## src/rtl/secfilt_pkg.sv

```systemverilog
`timescale 1ns/1ps
package secfilt_pkg;

    // Permission bits of one region, MSB first as laid out in the attribute word
    typedef struct packed {
        logic ns_wr;
        logic ns_rd;
        logic s_wr;
        logic s_rd;
    } perm_t;

    typedef enum logic [1:0] {
        ST_IDLE  = 2'd0,
        ST_PASS  = 2'd1,
        ST_BLOCK = 2'd2
    } fsm_t;

    localparam int          SZ_MIN    = 14;
    localparam int          SZ_FULL   = 63;
    localparam logic [3:0]  RGN0_PERM = 4'b0011;

endpackage

```

## src/rtl/secfilt_match.sv

```systemverilog
`timescale 1ns/1ps
module secfilt_match
    import secfilt_pkg::*;
#(
    parameter int NREG = 16,
    parameter int AW   = 32
) (
    input  logic [AW-1:0]             addr,
    input  logic [NREG-1:0][AW-1:0]   base,
    input  logic [NREG-1:0][5:0]      size,
    input  logic [NREG-1:0]           en,
    input  perm_t [NREG-1:0]          perm,
    output perm_t                     sel_perm
);

    logic [NREG-1:0] hit;

    generate
        for (genvar g = 0; g < NREG; g++) begin : g_rgn
            logic [5:0]    sz_eff;
            logic [AW-1:0] keep;
            assign sz_eff = (size[g] < 6'(SZ_MIN)) ? 6'(SZ_MIN) : size[g];
            for (genvar b = 0; b < AW; b++) begin : g_bit
                assign keep[b] = (7'(b) > {1'b0, sz_eff});
            end
            assign hit[g] = en[g] && (((addr ^ base[g]) & keep) == '0);
        end
    endgenerate

    // Highest-numbered hit wins; region 0 always hits
    always_comb begin
        sel_perm = perm[0];
        for (int i = 0; i < NREG; i++) begin
            if (hit[i]) sel_perm = perm[i];
        end
    end

endmodule

```

## src/rtl/secfilt_regs.sv

```systemverilog
`timescale 1ns/1ps
module secfilt_regs
    import secfilt_pkg::*;
#(
    parameter int NREG = 16,
    parameter int AW   = 32,
    parameter int IDW  = 4
) (
    input  logic                    clk,
    input  logic                    rst_n,
    input  logic                    psel,
    input  logic                    penable,
    input  logic                    pwrite,
    input  logic [11:0]             paddr,
    input  logic [31:0]             pwdata,
    output logic [31:0]             prdata,
    input  logic                    fail_evt,
    input  logic [AW-1:0]           fail_addr,
    input  logic                    fail_write,
    input  logic                    fail_ns,
    input  logic [IDW-1:0]          fail_id,
    output logic [NREG-1:0][AW-1:0] base,
    output logic [NREG-1:0][5:0]    size,
    output logic [NREG-1:0]         en,
    output perm_t [NREG-1:0]        perm,
    output logic [1:0]              action,
    output logic                    pending
);

    logic [NREG-1:0][AW-1:0] base_q;
    logic [NREG-1:0][5:0]    size_q;
    logic [NREG-1:0]         en_q;
    perm_t [NREG-1:0]        perm_q;
    logic [1:0]              action_q;
    logic [3:0]              lock_lo_q;
    logic [3:0]              lock_hi_q;
    logic                    lock_en_q;
    logic                    pending_q;
    logic [AW-1:0]           f_addr_q;
    logic                    f_wr_q;
    logic                    f_ns_q;
    logic [IDW-1:0]          f_id_q;

    logic                    wr_en;
    logic                    rgn_sel;
    logic                    clr_wr;
    logic [3:0]              ridx;
    logic [1:0]              rsub;
    logic [NREG-1:0]         locked;
    logic [63:0]             base_ext;
    logic [63:0]             fa_ext;

    assign wr_en    = psel && penable && pwrite;
    assign ridx     = paddr[7:4];
    assign rsub     = paddr[3:2];
    assign rgn_sel  = (paddr[11:8] == 4'h1) && (paddr[1:0] == 2'b00)
                      && ({28'b0, ridx} < 32'(NREG));
    assign clr_wr   = wr_en && (paddr == 12'h014);
    assign base_ext = 64'(base_q[ridx]);
    assign fa_ext   = 64'(f_addr_q);

    generate
        for (genvar g = 0; g < NREG; g++) begin : g_lock
            assign locked[g] = lock_en_q && (4'(g) >= lock_lo_q) && (4'(g) <= lock_hi_q);
        end
    endgenerate

    // Region registers
    always_ff @(posedge clk or negedge rst_n) begin
        if (!rst_n) begin
            for (int i = 0; i < NREG; i++) begin
                base_q[i] <= '0;
                size_q[i] <= (i == 0) ? 6'(SZ_FULL) : 6'd0;
                en_q[i]   <= (i == 0);
                perm_q[i] <= (i == 0) ? perm_t'(RGN0_PERM) : perm_t'(4'b0000);
            end
        end else if (wr_en && rgn_sel && !locked[ridx]) begin
            case (rsub)
                2'd0: if (ridx != 4'd0) base_q[ridx] <= AW'({base_ext[63:32], pwdata});
                2'd1: if (ridx != 4'd0) base_q[ridx] <= AW'({pwdata, base_ext[31:0]});
                2'd2: begin
                    perm_q[ridx] <= perm_t'(pwdata[31:28]);
                    if (ridx != 4'd0) begin
                        en_q[ridx]   <= pwdata[0];
                        size_q[ridx] <= pwdata[13:8];
                    end
                end
                default: ;
            endcase
        end
    end

    // Control, lockdown and failure log
    always_ff @(posedge clk or negedge rst_n) begin
        if (!rst_n) begin
            action_q  <= '0;
            lock_lo_q <= '0;
            lock_hi_q <= '0;
            lock_en_q <= 1'b0;
            pending_q <= 1'b0;
            f_addr_q  <= '0;
            f_wr_q    <= 1'b0;
            f_ns_q    <= 1'b0;
            f_id_q    <= '0;
        end else begin
            if (wr_en && paddr == 12'h004) action_q <= pwdata[1:0];
            if (wr_en && paddr == 12'h008 && !lock_en_q) begin
                lock_lo_q <= pwdata[3:0];
                lock_hi_q <= pwdata[11:8];
            end
            if (wr_en && paddr == 12'h00C && pwdata[0]) lock_en_q <= 1'b1;
            if (fail_evt && (!pending_q || clr_wr)) begin
                pending_q <= 1'b1;
                f_addr_q  <= fail_addr;
                f_wr_q    <= fail_write;
                f_ns_q    <= fail_ns;
                f_id_q    <= fail_id;
            end else if (clr_wr) begin
                pending_q <= 1'b0;
            end
        end
    end

    always_comb begin
        prdata = '0;
        if (rgn_sel) begin
            case (rsub)
                2'd0:    prdata = base_ext[31:0];
                2'd1:    prdata = base_ext[63:32];
                2'd2:    prdata = {perm_q[ridx], 14'b0, size_q[ridx], 7'b0, en_q[ridx]};
                default: prdata = '0;
            endcase
        end else begin
            case (paddr)
                12'h000: prdata = (32'(NREG) << 8) | 32'(AW);
                12'h004: prdata = {30'b0, action_q};
                12'h008: prdata = {20'b0, lock_hi_q, 4'b0, lock_lo_q};
                12'h00C: prdata = {31'b0, lock_en_q};
                12'h010: prdata = {31'b0, pending_q};
                12'h020: prdata = fa_ext[31:0];
                12'h024: prdata = fa_ext[63:32];
                12'h028: prdata = {30'b0, f_ns_q, f_wr_q};
                12'h02C: prdata = 32'(f_id_q);
                default: prdata = '0;
            endcase
        end
    end

    assign base    = base_q;
    assign size    = size_q;
    assign en      = en_q;
    assign perm    = perm_q;
    assign action  = action_q;
    assign pending = pending_q;

    AST_LOG_HOLD: assert property (@(posedge clk) disable iff (!rst_n)
        (pending_q && !clr_wr) |=> $stable(f_addr_q) && $stable(f_id_q));

    AST_LOCK_STICKY: assert property (@(posedge clk) disable iff (!rst_n)
        lock_en_q |=> lock_en_q);

    AST_CLEAR_WINS_NOT: assert property (@(posedge clk) disable iff (!rst_n)
        (fail_evt && clr_wr) |=> pending_q);

endmodule

```

## src/rtl/secfilt_pipe.sv

```systemverilog
`timescale 1ns/1ps
module secfilt_pipe
    import secfilt_pkg::*;
#(
    parameter int AW  = 32,
    parameter int IDW = 4
) (
    input  logic           clk,
    input  logic           rst_n,
    input  logic           req_valid,
    output logic           req_ready,
    input  logic [AW-1:0]  req_addr,
    input  logic           req_write,
    input  logic           req_ns,
    input  logic [IDW-1:0] req_id,
    input  perm_t          sel_perm,
    input  logic           err_en,
    output logic           fwd_valid,
    input  logic           fwd_ready,
    output logic [AW-1:0]  fwd_addr,
    output logic           fwd_write,
    output logic           fwd_ns,
    output logic [IDW-1:0] fwd_id,
    output logic           deny_valid,
    output logic           deny_err,
    output logic           fail_evt
);

    fsm_t           state_q;
    fsm_t           state_d;
    logic           allow;
    logic [AW-1:0]  addr_q;
    logic           wr_q;
    logic           ns_q;
    logic [IDW-1:0] id_q;

    always_comb begin
        unique case ({req_ns, req_write})
            2'b00: allow = sel_perm.s_rd;
            2'b01: allow = sel_perm.s_wr;
            2'b10: allow = sel_perm.ns_rd;
            2'b11: allow = sel_perm.ns_wr;
        endcase
    end

    always_comb begin
        state_d = state_q;
        unique case (state_q)
            ST_IDLE:  if (req_valid) state_d = allow ? ST_PASS : ST_BLOCK;
            ST_PASS:  if (fwd_ready) state_d = ST_IDLE;
            ST_BLOCK: state_d = ST_IDLE;
            default:  state_d = ST_IDLE;
        endcase
    end

    always_ff @(posedge clk or negedge rst_n) begin
        if (!rst_n) begin
            state_q <= ST_IDLE;
            addr_q  <= '0;
            wr_q    <= 1'b0;
            ns_q    <= 1'b0;
            id_q    <= '0;
        end else begin
            state_q <= state_d;
            if (state_q == ST_IDLE && req_valid) begin
                addr_q <= req_addr;
                wr_q   <= req_write;
                ns_q   <= req_ns;
                id_q   <= req_id;
            end
        end
    end

    always_comb begin
        req_ready  = 1'b0;
        fwd_valid  = 1'b0;
        deny_valid = 1'b0;
        unique case (state_q)
            ST_IDLE:  req_ready  = 1'b1;
            ST_PASS:  fwd_valid  = 1'b1;
            ST_BLOCK: deny_valid = 1'b1;
            default:  ;
        endcase
        deny_err = deny_valid && err_en;
        fail_evt = deny_valid;
    end

    assign fwd_addr  = addr_q;
    assign fwd_write = wr_q;
    assign fwd_ns    = ns_q;
    assign fwd_id    = id_q;

    AST_FWD_HOLD: assert property (@(posedge clk) disable iff (!rst_n)
        (fwd_valid && !fwd_ready) |=> (fwd_valid && $stable(fwd_addr) && $stable(fwd_id)));

    AST_DENY_PULSE: assert property (@(posedge clk) disable iff (!rst_n)
        deny_valid |=> !deny_valid);

    AST_NO_DUAL: assert property (@(posedge clk) disable iff (!rst_n)
        !(fwd_valid && deny_valid));

    AST_ONE_INFLIGHT: assert property (@(posedge clk) disable iff (!rst_n)
        (req_valid && req_ready) |=> !req_ready);

endmodule

```

## src/rtl/secfilt_top.sv

```systemverilog
`timescale 1ns/1ps
module secfilt_top
    import secfilt_pkg::*;
#(
    parameter int NREG = 16,
    parameter int AW   = 32,
    parameter int IDW  = 4
) (
    input  logic           clk,
    input  logic           rst_n,
    input  logic           apb_sel,
    input  logic           apb_enable,
    input  logic           apb_write,
    input  logic [11:0]    apb_addr,
    input  logic [31:0]    apb_wdata,
    output logic [31:0]    apb_rdata,
    input  logic           req_valid,
    output logic           req_ready,
    input  logic [AW-1:0]  req_addr,
    input  logic           req_write,
    input  logic           req_nonsec,
    input  logic [IDW-1:0] req_id,
    output logic           fwd_valid,
    input  logic           fwd_ready,
    output logic [AW-1:0]  fwd_addr,
    output logic           fwd_write,
    output logic           fwd_nonsec,
    output logic [IDW-1:0] fwd_id,
    output logic           deny_valid,
    output logic           deny_err,
    output logic [IDW-1:0] deny_id,
    output logic           irq
);

    logic [NREG-1:0][AW-1:0] base;
    logic [NREG-1:0][5:0]    size;
    logic [NREG-1:0]         en;
    perm_t [NREG-1:0]        perm;
    perm_t                   sel_perm;
    logic [1:0]              action;
    logic                    pending;
    logic                    fail_evt;

    secfilt_regs #(.NREG(NREG), .AW(AW), .IDW(IDW)) u_regs (
        .clk        (clk),
        .rst_n      (rst_n),
        .psel       (apb_sel),
        .penable    (apb_enable),
        .pwrite     (apb_write),
        .paddr      (apb_addr),
        .pwdata     (apb_wdata),
        .prdata     (apb_rdata),
        .fail_evt   (fail_evt),
        .fail_addr  (fwd_addr),
        .fail_write (fwd_write),
        .fail_ns    (fwd_nonsec),
        .fail_id    (fwd_id),
        .base       (base),
        .size       (size),
        .en         (en),
        .perm       (perm),
        .action     (action),
        .pending    (pending)
    );

    secfilt_match #(.NREG(NREG), .AW(AW)) u_match (
        .addr     (req_addr),
        .base     (base),
        .size     (size),
        .en       (en),
        .perm     (perm),
        .sel_perm (sel_perm)
    );

    secfilt_pipe #(.AW(AW), .IDW(IDW)) u_pipe (
        .clk        (clk),
        .rst_n      (rst_n),
        .req_valid  (req_valid),
        .req_ready  (req_ready),
        .req_addr   (req_addr),
        .req_write  (req_write),
        .req_ns     (req_nonsec),
        .req_id     (req_id),
        .sel_perm   (sel_perm),
        .err_en     (action[1]),
        .fwd_valid  (fwd_valid),
        .fwd_ready  (fwd_ready),
        .fwd_addr   (fwd_addr),
        .fwd_write  (fwd_write),
        .fwd_ns     (fwd_nonsec),
        .fwd_id     (fwd_id),
        .deny_valid (deny_valid),
        .deny_err   (deny_err),
        .fail_evt   (fail_evt)
    );

    assign deny_id = fwd_id;
    assign irq     = pending && action[0];

    AST_IRQ_NEEDS_LOG: assert property (@(posedge clk) disable iff (!rst_n)
        (fail_evt && action[0]) |=> irq);

endmodule

```

## config.mk

```make
export PLATFORM = sky130hd
export DESIGN_NAME = secfilt_top
export DESIGN_NICKNAME = d
export VERILOG_FILES = /design/src/rtl/secfilt_pkg.sv /design/src/rtl/secfilt_match.sv /design/src/rtl/secfilt_regs.sv /design/src/rtl/secfilt_pipe.sv /design/src/rtl/secfilt_top.sv
export SDC_FILE = /design/constraint.sdc
export NUM_CORES = 2
export LEC_CHECK = 0
export BUFFER_PORTS_ARGS = -buffer_cell sky130_fd_sc_hd__clkbuf_2
export CORE_MARGIN = 1
export CORE_UTILIZATION = 30
export DETAILED_ROUTE_END_ITERATION = 12
export PLACE_DENSITY = 0.56
export SYNTH_ARGS = -nofsm -noshare
export SYNTH_HDL_FRONTEND = slang
export SYNTH_SLANG_ARGS = --single-unit
export TNS_END_PERCENT = 50
```

## constraint.sdc

```tcl
create_clock -name clk -period 10.7 [get_ports clk]
set_clock_uncertainty 0.2 [all_clocks]
set_input_delay 1.605 -clock clk [delete_from_list [all_inputs] [get_ports clk]]
set_output_delay 1.605 -clock clk [all_outputs]
set_load 0.05 [all_outputs]
```

==> impl_metrics.env <==
export IMPL_rr_startpoint="u_regs.size[64]"
export IMPL_path_buf_inv=3
export IMPL_path_class="primary input to output pin"
export IMPL_final_area_sq_um=45600
export IMPL_dr_total_vias=30000
export IMPL_post_route_util_pct=34.2
export IMPL_slowest_stage="buf_12"
export IMPL_die_h_microns=369
export IMPL_drtIter0Drc=3326
export IMPL_yosysTopAreaCell="dfrtp_1"
export IMPL_tightest_slew_ns=1.19
export IMPL_synth_cells=3662
export IMPL_cts_made_buffers=88
export IMPL_rsz0062_at_grt="no"
export IMPL_grt_total_usage_pct=21.2
export IMPL_synthArstFlopShare_pct=100
export IMPL_timing_rr_end="u_pipe.state_q[1]"
export IMPL_maxSlewHeadroom_pct=18.3
export IMPL_setup_ws_ns=3.71
export IMPL_cts_resized_gates=0
export IMPL_firstDrtPassIters=6
export IMPL_io_buffers=167
export IMPL_ctsHoldBuffers=0
export IMPL_min_from="u_regs.en[0]"
export IMPL_num_rows=134
export IMPL_fin_setup_tns_ns=0
export IMPL_required_ns=8.90
export IMPL_slew_viol_final=0
export IMPL_final_period_utilization_pct=65.3
export IMPL_p_leak_nw=19.7
export IMPL_cts_tree="yes"
export IMPL_ctsRootBufferMaster="clkbuf_16"
export IMPL_max_stage_delay_ns=0.71
export IMPL_antenna_found_initial=12
export IMPL_die_area_sq_um=136000
export IMPL_path_cells="buf_8, buf_12, mux4_2, mux4_2, a22oi_1, o21ai_0, clkbuf_2"
export IMPL_grt_max_degree=168
export IMPL_yosys_top_cells_area="dfrtp_1, mux4_2, o21ai_0, mux2_2, nand2_1"
export IMPL_synth_most_common_cell="dfrtp_1"
export IMPL_power_density_nw_per_um2=157
export IMPL_synth_edf_count=0
export IMPL_route_met2_wl_mm=67.2
export IMPL_dr_max_layer_used="met5"
export IMPL_ant_nets=0
export IMPL_initial_core_util_pct=30.2
export IMPL_ios=168
export IMPL_pre_cts_ws_ns=3.68
export IMPL_htreeDepth=3
export IMPL_cap_violations=0
export IMPL_critical_path_top_delay_family="buffers and inverters"
export IMPL_grt_pass1_vias=29100
export IMPL_path_max_fanout=106
export IMPL_worst_path_most_repeated_cell="mux4_2"
export IMPL_syn_avg_cell_area_sq_um=11.0
export IMPL_endpoint_kind="output pin"
export IMPL_holdPathEnd="u_regs.en[0]"
export IMPL_synth_top_area_share_pct=47.7
export IMPL_vias_per_cell=5.52
export IMPL_core_area_sq_um=133000
export IMPL_peakVddDrop_mv=0.115
export IMPL_drcViolationCount=0
export IMPL_m1WireLength_mm=60.6
export IMPL_synth_fa_ha_area_share_pct=0.0558
export IMPL_clock_latency_ns=0.68
export IMPL_synth_compound_area_share_pct=12.9
export IMPL_yosysSeqAreaShare_pct=48.3
export IMPL_cts_sinks=778
export IMPL_status="complete, no violations"
export IMPL_grt_overflow=0
export IMPL_synth_xor_area_share_pct=5.59
export IMPL_met3_length_mm=11.7
export IMPL_setup_viol=0
export IMPL_gp_congestion=1.01
export IMPL_yosysWarnings=0
export IMPL_netlist_area_sq_um=40300
export IMPL_holdCritPathClass="flop to flop"
export IMPL_reg2reg_depth=12
export IMPL_syn2layout_area_growth_pct=13.0
export IMPL_die_w_microns=369
export IMPL_synth_common_cells="dfrtp_1, nand2_1, o21ai_0"
export IMPL_grt_pass1_wl_mm=212
export IMPL_place_area_sq_um=42300
export IMPL_ys_ff_latch=778
export IMPL_path_clk_slew_ns=0.06
export IMPL_synthMuxAreaShare_pct=19.7
export IMPL_fin_nets=3684
export IMPL_fillCellCount=13400
export IMPL_critPathArrivalTime_ns=5.19
export IMPL_fin_crit_ns=6.99
export IMPL_cts_max_path_buffers=3
export IMPL_synth_top_family_by_area="multiplexers"
export IMPL_ys_flop_type="dfrtp_1"
export IMPL_synth_distinct_cells=93
export IMPL_fmax_ghz=0.143
export IMPL_dp_final_hpwl_mm=97.5
export IMPL_wl_per_cell_microns=26.7
export IMPL_wl_mm=145
export IMPL_startpoint_type="primary input"
export IMPL_cts_setup_buffers=0
export IMPL_hold_viol_final=0
export IMPL_drive_above_1_share_pct=24.2
export IMPL_reg2reg_slack_ns=5.97
export IMPL_syn_num_nets=3751
export IMPL_synth_simple_area_share_pct=9.19
export IMPL_holdPathStages=0
how the worst max path moves through the flow:
stage / startpoint / cells after the start / slack [ns] / end
CTS: apb_addr[4] / 7 / 3.69 / apb_rdata[12]
global placement: apb_addr[4] / 7 / 3.72 / apb_rdata[12]
global route: apb_addr[4] / 7 / 3.53 / apb_rdata[12]
finish: apb_addr[4] / 7 / 3.71 / apb_rdata[12]
floorplan: apb_addr[4] / 8 / 4.45 / apb_rdata[12]
detailed placement: apb_addr[4] / 7 / 3.68 / apb_rdata[12]
layer usage:
layer / GRT usage [%] / vias up
met5: 0 / -
met4: 7.70 / 14
met3: 4.33 / 311
met2: 33.6 / 1311
met1: 28.5 / 15400
li1: - / 13000
flip-flops by register name (all words and copies together), names as in the netlist, 4 cells and up:
| register | cells |
|---|---|
| u_regs.en | 16 |
| u_regs.base | 512 |
| u_pipe.fwd_id | 4 |
| u_regs.perm | 64 |
| u_pipe.fwd_addr | 32 |
| u_regs.f_id_q | 4 |
| u_regs.size | 96 |
| u_regs.lock_lo_q | 4 |
| u_regs.f_addr_q | 32 |
| u_regs.lock_hi_q | 4 |
layout by cell type, fill, tap and decap left out, types with 27 or more instances in the layout:
cell type,count
buf_4,34
inv_1,28
mux2_2,237
a21oi_1,89
nor2_1,38
mux2i_1,43
mux4_2,215
nand4_1,39
a22oi_1,28
clkbuf_2,162
xor2_1,138
clkbuf_16,88
nand3_1,43
dfrtp_1,769
nand2_1,595
xnor2_1,114
a31oi_1,27
o21ai_1,28
o21ai_0,552
area by class of cell:
cell class / instances / area [sq um] / area share (%)
Antenna cell: 1 / 2.50 / 0.00549
Multi-Input combinational cell: 2493 / 19200 / 42.2
Timing Repair Buffer: 205 / 1210 / 2.67
Clock inverter: 50 / 816 / 1.79
Inverter: 29 / 109 / 0.239
Clock buffer: 114 / 2500 / 5.48
Sequential cell: 778 / 19500 / 42.7
Tap cell: 1768 / 2210 / 4.85
where the power goes:
part | switching [W] | internal [W]
logic | 0.000464 | 0.000194
registers | 0.0000663 | 0.00303
clock network | 0.00136 | 0.00206
total | 0.00189 | 0.00528
per-stage QoR:
stage	power, W	std cells	hold WS [ns]
after floorplan	0.00355	3662	0.225
after global placement	0.00381	5273	0.156
after detailed placement	0.00381	5273	0.157
after CTS	0.00723	5437	0.166
after global routing	0.00740	5438	0.168
final	0.00718	5438	0.168
logic make-up (layout without fill, tap and decap cells):
group,Yosys count,in the layout
adders and majority gates,2,2
xor gates and xnor gates,255,255
DFF,778,778
AOI/OAI and AO/OA,891,891
muxes,496,496
buffers and inverters,391,398
and+or+nand+nor,849,849
other,0,1
worst reg2reg max path, cell delays in order, from the launching register on:
cell and delay [ns]:
dfrtp_1 0.65, nand3_1 0.28, a21oi_1 0.51, o2111ai_1 0.31
o31ai_1 0.94, and3_1 0.45, nor2_1 0.12, nand2_1 0.15
a2111o_1 0.11, a21oi_1 0.04, o311ai_0 0.46, a22oi_1 0.22
and2_1 0.20
Power figures use the tool's default switching activity.
